## config.mk

```make
export PLATFORM = sky130hd
export DESIGN_NAME = frac_prescaler
export DESIGN_NICKNAME = d
export VERILOG_FILES = /design/src/rtl/presc_pkg.sv /design/src/rtl/presc_ctrl_reg.sv /design/src/rtl/presc_phase_accum.sv /design/src/rtl/presc_period_cnt.sv /design/src/rtl/frac_prescaler.sv
export SDC_FILE = /design/constraint.sdc
export NUM_CORES = 1
export LEC_CHECK = 0
export BUFFER_PORTS_ARGS = -buffer_cell sky130_fd_sc_hd__buf_2
export CAP_MARGIN = 20
export CORE_MARGIN = 5
export CORE_UTILIZATION = 60
export DETAILED_ROUTE_END_ITERATION = 8
export PLACE_DENSITY = 0.92
export SYNTH_ARGS = -nofsm -noshare
export SYNTH_HDL_FRONTEND = slang
export SYNTH_HIERARCHICAL = 1
export SYNTH_SLANG_ARGS = --single-unit
export TNS_END_PERCENT = 20
```

## constraint.sdc

```tcl
create_clock -name clk_i -period 10 [get_ports clk_i]
set_input_delay 0 -clock clk_i [delete_from_list [all_inputs] [get_ports clk_i]]
set_output_delay 0 -clock clk_i [all_outputs]
set_load 0.005 [all_outputs]
```

## src/rtl/presc_pkg.sv

```systemverilog
package presc_pkg;
  parameter int unsigned SEL_W  = 3;
  parameter int unsigned INS_W  = 5;
  parameter int unsigned CTRL_W = SEL_W + INS_W;
  parameter int unsigned CNT_W  = $clog2((2 ** SEL_W) + 1);

  typedef struct packed {
    logic [SEL_W-1:0] sel;
    logic [INS_W-1:0] ins;
  } cfg_t;
endpackage

```

## src/rtl/presc_ctrl_reg.sv

```systemverilog
module presc_ctrl_reg
  import presc_pkg::*;
(
  input  logic clk_i,
  input  logic rst_ni,
  input  logic we_i,
  input  cfg_t wdata_i,
  input  logic load_i,
  output cfg_t q_o,
  output cfg_t act_o,
  output logic chg_o
);
  cfg_t q_q, act_q;

  always_ff @(posedge clk_i or negedge rst_ni) begin
    if (!rst_ni) q_q <= '0;
    else if (we_i) q_q <= wdata_i;
  end

  // active copy only moves at a period boundary
  always_ff @(posedge clk_i or negedge rst_ni) begin
    if (!rst_ni) act_q <= '0;
    else if (load_i) act_q <= q_q;
  end

  assign q_o   = q_q;
  assign act_o = act_q;
  assign chg_o = load_i && (q_q != act_q);

  assert_write_read_R2: assert property (@(posedge clk_i) disable iff (!rst_ni)
    we_i |=> (q_o == $past(wdata_i)));

  assert_hold_mid_period_R6: assert property (@(posedge clk_i) disable iff (!rst_ni)
    !load_i |=> $stable(act_o));
endmodule

```

## src/rtl/presc_phase_accum.sv

```systemverilog
module presc_phase_accum
  import presc_pkg::*;
(
  input  logic             clk_i,
  input  logic             rst_ni,
  input  logic             load_i,
  input  logic             chg_i,
  input  cfg_t             nxt_i,
  input  logic [INS_W-1:0] act_ins_i,
  output logic             carry_o
);
  logic [INS_W-1:0] acc_q, frame_q, acc_base, frame_base;
  logic [INS_W:0]   sum;
  logic             nxt_bypass;

  assign nxt_bypass = (nxt_i.sel == '0);
  assign acc_base   = chg_i ? '0 : acc_q;
  assign frame_base = chg_i ? '0 : frame_q;
  assign sum        = {1'b0, acc_base} + {1'b0, nxt_i.ins};
  assign carry_o    = !nxt_bypass && sum[INS_W];

  always_ff @(posedge clk_i or negedge rst_ni) begin
    if (!rst_ni) begin
      acc_q   <= '0;
      frame_q <= '0;
    end else if (load_i) begin
      if (nxt_bypass) begin
        acc_q   <= '0;
        frame_q <= '0;
      end else begin
        acc_q   <= sum[INS_W-1:0];
        frame_q <= frame_base + 1'b1;
      end
    end
  end

  logic [2*INS_W-1:0] phase_ref;
  always_comb phase_ref = {{INS_W{1'b0}}, frame_q} * {{INS_W{1'b0}}, act_ins_i};

  // phase equals periods-into-frame times N, modulo frame length
  assert_phase_track_R7: assert property (@(posedge clk_i) disable iff (!rst_ni)
    acc_q == phase_ref[INS_W-1:0]);
endmodule

```

## src/rtl/presc_period_cnt.sv

```systemverilog
module presc_period_cnt
  import presc_pkg::*;
(
  input  logic             clk_i,
  input  logic             rst_ni,
  input  logic [SEL_W-1:0] act_sel_i,
  input  logic [SEL_W-1:0] nxt_sel_i,
  input  logic             carry_i,
  output logic             en_o
);
  logic [CNT_W-1:0] cnt_q;

  assign en_o = (act_sel_i == '0) || (cnt_q == '0);

  always_ff @(posedge clk_i or negedge rst_ni) begin
    if (!rst_ni) cnt_q <= '0;
    else if (en_o) begin
      if (nxt_sel_i == '0) cnt_q <= '0;
      else cnt_q <= CNT_W'(nxt_sel_i) + CNT_W'(carry_i);
    end else cnt_q <= cnt_q - 1'b1;
  end

  assert_count_down_R3: assert property (@(posedge clk_i) disable iff (!rst_ni)
    (cnt_q != '0) |=> (cnt_q == $past(cnt_q) - 1'b1));

  assert_single_pulse_R3: assert property (@(posedge clk_i) disable iff (!rst_ni)
    (en_o && (nxt_sel_i != '0)) |=> !en_o);

  assert_len_bound_R5: assert property (@(posedge clk_i) disable iff (!rst_ni)
    cnt_q <= CNT_W'(2 ** SEL_W));
endmodule

```

## src/rtl/frac_prescaler.sv

```systemverilog
module frac_prescaler
  import presc_pkg::*;
(
  input  logic              clk_i,
  input  logic              rst_ni,
  input  logic              reg_we_i,
  input  logic [CTRL_W-1:0] reg_wdata_i,
  output logic [CTRL_W-1:0] reg_rdata_o,
  output logic              en_o
);
  cfg_t q, act;
  logic chg, carry, load;

  assign load = en_o;

  presc_ctrl_reg u_ctrl (
    .clk_i   (clk_i),
    .rst_ni  (rst_ni),
    .we_i    (reg_we_i),
    .wdata_i (cfg_t'(reg_wdata_i)),
    .load_i  (load),
    .q_o     (q),
    .act_o   (act),
    .chg_o   (chg)
  );

  presc_phase_accum u_accum (
    .clk_i     (clk_i),
    .rst_ni    (rst_ni),
    .load_i    (load),
    .chg_i     (chg),
    .nxt_i     (q),
    .act_ins_i (act.ins),
    .carry_o   (carry)
  );

  presc_period_cnt u_cnt (
    .clk_i     (clk_i),
    .rst_ni    (rst_ni),
    .act_sel_i (act.sel),
    .nxt_sel_i (q.sel),
    .carry_i   (carry),
    .en_o      (en_o)
  );

  assign reg_rdata_o = q;
endmodule

```

======== Word-level counts from Yosys, hierarchy flattened ========
Index checks and enable logic that the tools add are counted.
operators by class
  reductions and logical operators ........ 7
  mux-type cells .......................... 4
  add/subtract/negate cells ............... 3
  equal/unequal tests ..................... 1
operators with widths
  kind                                                                 count
  5-bit two-way mux                                                    2
  4-bit two-way mux                                                    2
  8-bit != test                                                        1
  5-bit by 5-bit adder with 6-bit output                               1
  3-bit zero test                                                      2
  3-bit by 1-bit adder with 4-bit output                               1
  4-bit zero test                                                      1
  4-bit by 1-bit subtractor with 4-bit output (second input constant)  1
  1-bit logical AND                                                    2
  1-bit zero test                                                      1
  1-bit logical OR                                                     1
storage, ports and cells
  bits in registers ....................... 25
  logic and storage cells ................. 21
  input bits .............................. 11

======== Longest topological paths before layout ========
Gate-level depths: netlist (run 1).
  depth in word-level cells ............... 9
  mapped depth ............................ 18

======== Cells and area by module ========
The synthesis (run 1) kept the hierarchy.
modules (own cells, without submodules)
  module             area each (µm²)  cells an instance  times used
  presc_ctrl_reg     680.7            45                 1
  presc_phase_accum  406.6            48                 1
  presc_period_cnt   295.3            31                 1

======== Worst setup path before layout (run 1) ========
OpenSTA, ideal clock, no wires.
  path kind ............................... reg2reg
  start point ............................. register u_cnt.cnt_q[0]
  end point ............................... register u_cnt.cnt_q[2]
  arrival ................................. 3041 ps
  period minus slack after synthesis ...... 3161 ps
  data required time ...................... 9880 ps
  buffers on the path ..................... 1
  setup slack ............................. 6839 ps
  cell stages (with the launch flop) ...... 19
  setup time .............................. 120 ps
  cells stage by stage .................... dfrtp_1 -> inv_1 -> ha_1 -> nand2b_1 -> o21ai_4 -> buf_2 -> a21boi_1 -> nand2b_1 -> inv_1 -> ha_1 -> a21oi_1 -> nor2b_1 -> o21ai_0 -> a21oi_1 -> ha_1 -> ha_1 -> nand2b_1 -> o221ai_1 -> and3_1
on the way
  cells in the longest elaborated chain, start to end .. 9
  elaborated cells on any way between the ends .. 10
RTL lines
  what                                    RTL line                 text
  start, declared                         presc_period_cnt.sv:11   logic [CNT_W-1:0] cnt_q;
  start signal, assigned                  presc_period_cnt.sv:19   else cnt_q <= CNT_W'(nxt_sel_i) + CNT_W'(carry_i);
  start signal, assigned                  presc_period_cnt.sv:20   end else cnt_q <= cnt_q - 1'b1;
  4-bit zero test                         presc_period_cnt.sv:13   assign en_o = (act_sel_i == '0) || (cnt_q == '0);
  1-bit logical OR                        presc_period_cnt.sv:13
  named net en_o                          frac_prescaler.sv:9      output logic en_o
  1-bit logical AND                       presc_ctrl_reg.sv:28     assign chg_o = load_i && (q_q != act_q);
  named net chg                           frac_prescaler.sv:12     logic chg, carry, load;
  5-bit two-way mux                       presc_phase_accum.sv:17  assign acc_base = chg_i ? '0 : acc_q;
  5-bit by 5-bit adder with 6-bit output  presc_phase_accum.sv:19  assign sum = {1'b0, acc_base} + {1'b0, nxt_i.ins};
  1-bit logical AND                       presc_phase_accum.sv:20  assign carry_o = !nxt_bypass && sum[INS_W];
  named net carry                         frac_prescaler.sv:12
  3-bit by 1-bit adder with 4-bit output  presc_period_cnt.sv:19
  4-bit two-way mux                       presc_period_cnt.sv:18   if (nxt_sel_i == '0) cnt_q <= '0;
  4-bit two-way mux                       presc_period_cnt.sv:17   else if (en_o) begin
The timed path passes the listed nets, and every way through them passes these cells.
A chain may end at the register's enable or synchronous reset.

======== Worst setup path after layout (run 1) ========
  start point ............................. register u_cnt.cnt_q[0]
  end point ............................... register u_cnt.cnt_q[2]
on the way
  cells in the longest elaborated chain, start to end .. 9
  elaborated cells on any way between the ends .. 10
RTL lines
  what                                    RTL line
  4-bit zero test                         presc_period_cnt.sv:13
  1-bit logical OR                        presc_period_cnt.sv:13
  1-bit logical AND                       presc_ctrl_reg.sv:28
  named net chg                           frac_prescaler.sv:12
  5-bit two-way mux                       presc_phase_accum.sv:17
  5-bit by 5-bit adder with 6-bit output  presc_phase_accum.sv:19
  1-bit logical AND                       presc_phase_accum.sv:20
  named net carry                         frac_prescaler.sv:12
  3-bit by 1-bit adder with 4-bit output  presc_period_cnt.sv:19
  4-bit two-way mux                       presc_period_cnt.sv:18
  4-bit two-way mux                       presc_period_cnt.sv:17
The timed path passes the listed nets, and every way through them passes these cells.

==> results.txt, run 1 <==
The flow ran to the end, and the final reports show no timing, DRC or antenna violations. The synthesized netlist net count came out at 144. The share of Yosys cell area claimed by the top area cell type came out at 45.2%.

The summed instance area of the synthesized netlist is 1380 um^2. Setup repair after global routing left no endpoint under its margin. The required time of the critical path is 10.24 ns. Summed over all instances, the cell type with the most area after synthesis is sky130_fd_sc_hd__dfrtp_1. The nature of the critical path endpoint is a register.

In this run the count of I/O pins placed on the die edge is 20. The maximum buffer depth of the clock tree came out at 2. The final critical path takes up 38.4% of the cycle. The critical path start-end classification is reg -> reg. The last weighted congestion value of the routability-driven placer came out at 0.845. Summing over every cut layer, the via total after detailed routing is 1079. The number of max-slew violations in the final report was 0. For this run, the total global-route usage over all layers was measured as 20.7%.

The floorplan die width is 58.0 um. The pin count of the biggest net entering global routing is 26. The global-route wire length before repair is 5270 um. The number of failing setup endpoints in the final timing report is 0. After floorplanning, the core was divided into 17 placement rows. The largest fanout on the critical path is 22. The library cell used most frequently in the layout, excluding fill and tap cells, is sky130_fd_sc_hd__dfrtp_1. The worst voltage drop across the vdd grid came out at 0.226 mV. In this run the critical register-to-register path is launched from u_cnt/cnt_q[0]. The static leakage is 0.755 nW. The transition time of the tightest slew-check pin came out at 0.601 ns. The aggregate routed wire length is 3170 um.

The standard cell core area is 2210 um^2. The proportion of register bits with asynchronous set or reset after synthesis came out at 100%. The most critical setup path has its startpoint at u_cnt/cnt_q[0].

Based on the critical path, the design can be clocked at up to 0.260 GHz. Clock tree synthesis selected as its root buffer the cell sky130_fd_sc_hd__clkbuf_4. The antenna cell count came out at 0.

The part of the Yosys area used for sequential elements is 45.2%. The max-cap violation count is 0. The quantity of I/O buffers inserted on ports came out at 19. The net total in the final layout is 173. The sum of overflow across all layers after global routing is 0.

The final count of hold timing violations came out at 0. The minimum setup slack after placement is 6.31 ns. After synthesis, the cell types taking the most area are sky130_fd_sc_hd__dfrtp_1, sky130_fd_sc_hd__mux2_2, sky130_fd_sc_hd__ha_1. The minimum clock period after layout is 3.84 ns. For this run, the share of the core covered by cells in the final layout is 72.9%. The first routing iteration left 48 violations. The ratio of routed vias to standard cells is 5.99.

Leaving out fill and tap cells, the most frequent cells in the layout are sky130_fd_sc_hd__dfrtp_1, sky130_fd_sc_hd__buf_2, sky130_fd_sc_hd__mux2_2. The number of global-route vias before repair is 1096. The final worst clock skew is 0.00376 ns. After the flow finishes, the layout carries non-filler instances totaling 180. The synthesized instance count is 124. TritonCTS created 3 clock buffers.

The remaining antenna violation count after routing came out at 0. The die extent in y is 58.0 um. In this run, placement finished with an instance count of 167. The worst min-delay path class is in -> reg.

Dividing the synthesized area by the synthesized cell count gives 11.1 um^2. The Yosys step of the flow raised 6 warnings. The power density relative to cell area came out at 280 nW/um^2. The residual DRC count came out at 0.

The CTS tree is built. The total number of clock tree sinks is 25. The CTS H-tree depth is 1. The leading register cell type out of synthesis is sky130_fd_sc_hd__dfrtp_1. The count of unique library cells instantiated by Yosys is 31. The routed wire length per instance came out at 17.6 um.

The data arrival time of the critical path is 4.08 ns. In this run, synthesis produced a sequential element count of 25. The clock insertion delay at the later pin of the skew report came out at 0.32 ns.

The worst setup path is launched from a register. Once the floorplan was initialized, standard cells occupied 62.5% of the core. In this run the most critical hold path is launched from reg_we_i. The initial antenna violation count was 0.

The final total negative setup slack is 0 ns. The half-perimeter wire length after detailed placement came out at 1900 um. The first detailed-routing pass took 4 iterations. The post-route netlist has 27.6% of its cells at a drive strength greater than 1. The clock-pin transition on the worst setup and hold timing paths came out at 0.14 ns. The die outline area came out at 3360 um^2.

The synthesized design contains 0 enable-type register cells. The minimum setup slack in the final design is 6.16 ns. Relative to the synthesized area, the layout overhead comes to 16.6%.

Headroom to the max-slew limit came out at 59.8%.
## final timing paths
kind,cells past startpoint,endpoint,slack [ns]
max,17,u_cnt/cnt_q[2],6.16
min,2,u_ctrl/q_o[0],0.08
max reg2reg,17,u_cnt/cnt_q[2],6.16
min reg2reg,1,u_cnt/cnt_q[0],0.53
max in group asynchronous,2,u_accum/acc_q[3],9.47
min in group asynchronous,2,u_ctrl/act_o[5],0.17
## metrics by stage
stage               hold WS (ns)  total power [mW]  area [um^2]
floorplan                 -0.296             0.341         1380
global placement         0.00434             0.373         1490
detailed placement        0.0137             0.389         1490
CTS                       0.0805             0.437         1610
global route              0.0899             0.483         1610
finish                    0.0752             0.451         1610
## logic make-up after synthesis
group / count (synthesis) / share of synthesized area, %
simple gates: 34 / 13.8
xor+xnor: 9 / 5.70
buf+inv: 12 / 3.53
mux: 18 / 14.5
compound gates: 17 / 8.60
fa+ha+maj: 9 / 8.69
flops: 25 / 45.2
## report_power, final
| part | total, mW | internal, mW | switching (mW) |
|---|---|---|---|
| sequential | 0.178 | 0.141 | 0.0377 |
| clock | 0.0469 | 0.0150 | 0.0319 |
| combinational | 0.225 | 0.113 | 0.113 |
## flip-flops by register name, indices dropped and copies added (netlist names)
register / cells
u_cnt/cnt_q: 4
u_ctrl/q_o: 8
u_accum/acc_q: 5
u_ctrl/act_o: 8
## cells in the mapped netlist, types with 2 or more instances
master                     instances
sky130_fd_sc_hd__or3_1             4
sky130_fd_sc_hd__buf_2             3
sky130_fd_sc_hd__mux2_2           16
sky130_fd_sc_hd__nor2_1            8
sky130_fd_sc_hd__ha_1              8
sky130_fd_sc_hd__nand2_1           2
sky130_fd_sc_hd__nor2b_1           5
sky130_fd_sc_hd__mux2i_1           2
sky130_fd_sc_hd__nand2b_1          6
sky130_fd_sc_hd__inv_1             8
sky130_fd_sc_hd__o21ai_0           6
sky130_fd_sc_hd__nand3_1           2
sky130_fd_sc_hd__dfrtp_1          25
sky130_fd_sc_hd__nor4_1            2
sky130_fd_sc_hd__xor2_1            9
sky130_fd_sc_hd__a21oi_1           3
## metal layers
layer	track usage (%)	wire length (um)	share of wire, %
met4	5.63	44	1.4
met1	26.8	1280	40
met2	34.8	1640	52
met3	4.68	206	6.5
met5	0	0	0
## final cells by class
cell class	count	area (um^2)
Clock buffer	3	22.5
Clock inverter	1	5.00
Tap cell	28	35.0
Sequential cell	25	626
Inverter	8	30.0
Multi-Input combinational cell	87	708
Fill cell	126	601
Timing Repair Buffer	28	185
## critical path, cell delays in order (launching register included)
cell and delay [ns]:
sky130_fd_sc_hd__dfrtp_1 0.44, sky130_fd_sc_hd__inv_1 0.07, sky130_fd_sc_hd__ha_1 0.20, sky130_fd_sc_hd__nand2b_1 0.13
sky130_fd_sc_hd__o21ai_4 0.51, sky130_fd_sc_hd__a21boi_1 0.50, sky130_fd_sc_hd__nand2b_1 0.22, sky130_fd_sc_hd__inv_1 0.06
sky130_fd_sc_hd__ha_1 0.27, sky130_fd_sc_hd__a21oi_1 0.15, sky130_fd_sc_hd__nor2b_1 0.07, sky130_fd_sc_hd__o21ai_0 0.25
sky130_fd_sc_hd__a21oi_1 0.12, sky130_fd_sc_hd__ha_1 0.22, sky130_fd_sc_hd__ha_1 0.19, sky130_fd_sc_hd__nand2b_1 0.07
sky130_fd_sc_hd__o221ai_1 0.10, sky130_fd_sc_hd__and3_1 0.16
## timing repair
| action | CTS | global route |
|---|---|---|
| endpoints found under the hold margin | 33 | 0 |
| hold buffers | 9 | 0 |
| gates resized for setup | 0 | 0 |
| buffers inserted | 0 | 0 |
(Power assumes the default switching activity.)
==> run 2, diff against run 1 <==
- CORE_UTILIZATION: 60 -> 56
- PLACE_DENSITY: 0.92 -> 0.87
- clock period: 10 -> 3.8 ns (I/O delays scaled with it)
==> results.txt, run 2 (synthesis results as in run 1) <==
The met1 usage came out at 22.3% (-4.4 points). In the layout the commonest cells are sky130_fd_sc_hd__dfrtp_1, sky130_fd_sc_hd__buf_2, sky130_fd_sc_hd__mux2_2. STA classifies the critical path endpoint as a register. The max-cap violation count is 0 (unchanged). The run finished with clean final reports. The CTS H-tree depth came out at 1 (unchanged). The buffer count from post-CTS setup fixing is 0 (unchanged). The number of global-route vias before repair is 1115 (+1.7%). The first-iteration detailed-routing DRC count is 37 (-23%).

The clock insertion delay at the later pin of the skew report is 0.31 ns (about the same). The area of the multi-input gates is 708 um^2 (unchanged). The static leakage came out at 0.757 nW (+0.32%). The required time of the critical path is 4.06 ns (-6.18 ns).

The total number of clock tree sinks came to 25 (unchanged). The power density relative to cell area came out at 725 nW/um^2 (+160%). The residual DRC count is 0 (unchanged).

The fraction of the cycle the final worst path needs is 85.9% (+47 points). The most frequent standard cell in the layout excluding fill and tap cells is sky130_fd_sc_hd__dfrtp_1. The share of final-layout standard cells stronger than drive strength 1 came out at 27.5% (-0.18 points). The quantity of I/O buffers inserted on ports is 19 (unchanged).

The pin count of the biggest net entering global routing is 26 (unchanged). The standard cell core area came out at 2410 um^2 (+8.9%). The fill cell instance count of the final layout came out at 175 (+39%). The global routing met2 resource utilization came out at 31.0% (-3.8 points). Walking the worst path, the cells encountered are inv_1 > ha_1 > nand2b_1 > o21ai_4 > a21boi_1 > nand2b_1 > inv_1 > ha_1 > a21oi_1 > nor2b_1 > o21ai_0 > a21oi_1 > ha_1 > ha_1 > nand2b_1 > o221ai_1 > and3_1. The cell repeated most along the worst path is sky130_fd_sc_hd__ha_1. The antenna cell count was 0 (unchanged). The net total in the final layout came out at 174 (+0.58%).

The area taken by flip-flops and latches is 626 um^2 (unchanged). The data arrival time of the critical path was 3.53 ns (-0.55 ns). The cell at the root of the clock tree is sky130_fd_sc_hd__clkbuf_4. The hold slack came out at 0.112 ns (+0.0373 ns).

The minimum clock period after layout was 3.26 ns (-0.576 ns). The initial antenna violation count is 0 (unchanged). The global-route wire length before repair was 4920 um (-6.7%).

The sum of overflow across all layers after global routing came to 0 (unchanged). In this run the most used layer during global routing was met2. The clock-pin transition on the worst setup and hold timing paths is 0.13 ns (about the same). The die outline area came out at 3560 um^2 (+5.9%). The initial core utilization came out at 57.4% (-5.1 points). The half-perimeter wire length after detailed placement was 2050 um (+7.6%). The maximum buffer depth of the clock tree came to 2 (unchanged). The last weighted congestion value of the routability-driven placer came to 0.856 (+1.3%). The worst voltage drop across the vdd grid came to 0.457 mV (+100%).

The achievable clock frequency is 0.306 GHz (+18%). The worst slew slack as a fraction of its limit is 63.0% (+3.2 points). The layout-stage area growth over the synthesis result is 17.2%. The routed wire length per instance is 15.8 um (-10%).

The worst min-delay path class is in -> reg. The I/O pin total is 20 (unchanged). The remaining antenna violation count after routing came to 0 (unchanged). The aggregate routed wire length is 2900 um (-8.7%). The met3 track demand over resource is 3.67% (-1.0 points). The final count of hold timing violations came out at 0 (unchanged). The aggregate global-route resource usage is 18.3% (-2.4 points). The number of resized instances in the post-cts repair step came out at 0 (unchanged). The maximum single-stage delay on the critical path came out at 0.45 ns (-0.06 ns). The worst-case register-to-register setup slack came out at 0.54 ns (-5.62 ns). Setup repair after global routing left no endpoint under its margin.

The slowest stage of the critical path is the sky130_fd_sc_hd__dfrtp_1 cell. The number of max-slew violations in the final report came out at 0 (unchanged). The critical path in this run is classified as reg -> reg. The CTS tree is built. The ratio of routed vias to standard cells is 5.77 (-3.8%).

The floorplan die width was 59.7 um (+2.9%). The hold-fix buffer count after cts is 9 (unchanged). The number of failing setup endpoints in the final timing report is 0 (unchanged). The final total negative setup slack is 0 ns (unchanged). The final worst clock skew is 0.00413 ns (+0.000370 ns). The floorplan row count was 18 (+1). STA classifies the critical path startpoint as a register. The number of optimization iterations in the first detailed-route pass came to 4 (unchanged).

The die extent in y was 59.7 um (+2.9%). The largest fanout on the critical path is 5 (-77%). The clock buffer count from CTS is 3 (unchanged).

The routed via count came out at 1055 (-2.2%). The transition time of the tightest slew-check pin came out at 0.555 ns (-0.0458 ns).
==> run 2: cell types whose count changed in the layout (fill, tap and decap cells not counted) <==
cell                       previous run  this run
sky130_fd_sc_hd__clkbuf_1             0         1
sky130_fd_sc_hd__clkinv_2             1         0
sky130_fd_sc_hd__buf_4                0         1
==> run 2: area by class of cell <==
class	instances	share of cell area, %
multi-input cells	87	43.7
flip-flops and latches	25	38.6
repair buffers	29	11.9
well taps	30	2.32
inverters	8	1.85
clock buffers	4	1.62
==> run 2: layer usage <==
layer,wire length [um],up-vias
met5,0,-
met4,48,0
met3,168,6
met2,1530,44
met1,1160,515
li1,-,490
==> run 2: final timing paths <==
path,cells past startpoint,endpoint,start
max,17,u_cnt/cnt_q[2],u_cnt/cnt_q[0]
min,2,u_ctrl/q_o[6],reg_we_i
max reg2reg,17,u_cnt/cnt_q[2],u_cnt/cnt_q[0]
min reg2reg,1,u_ctrl/act_o[3],u_ctrl/act_o[3]
max in group asynchronous,2,u_accum/acc_q[2],rst_ni
min in group asynchronous,2,u_ctrl/q_o[7],rst_ni
==> run 2: power breakdown <==
part / internal, mW / switching (mW)
clock network: 0.0410 / 0.0741
logic: 0.304 / 0.293
registers: 0.370 / 0.0931
==> run 2: stage by stage <==
stage	instances	power, mW	util, %	worst slack [ns]	area [um^2]
after floorplan	124	0.898	-	0.639	1380
after detailed placement	170	1.05	62.4	0.602	1500
after CTS	183	1.17	67.2	0.583	1620
after global routing	183	1.26	67.2	0.333	1620
final	183	1.18	67.2	0.536	1620
after global placement	170	0.994	62.4	0.719	1500
==> run 2: worst max-delay path, delay by kind of cell (launching register included) <==
| family | cells | cell delay [ns] |
|---|---|---|
| AND/OR/NAND/NOR | 5 | 0.71 |
| adder cells (fa/ha/maj) | 4 | 0.90 |
| flip-flops | 1 | 0.45 |
| buffers and inverters | 2 | 0.14 |
| AO/OA/AOI/OAI | 6 | 1.03 |
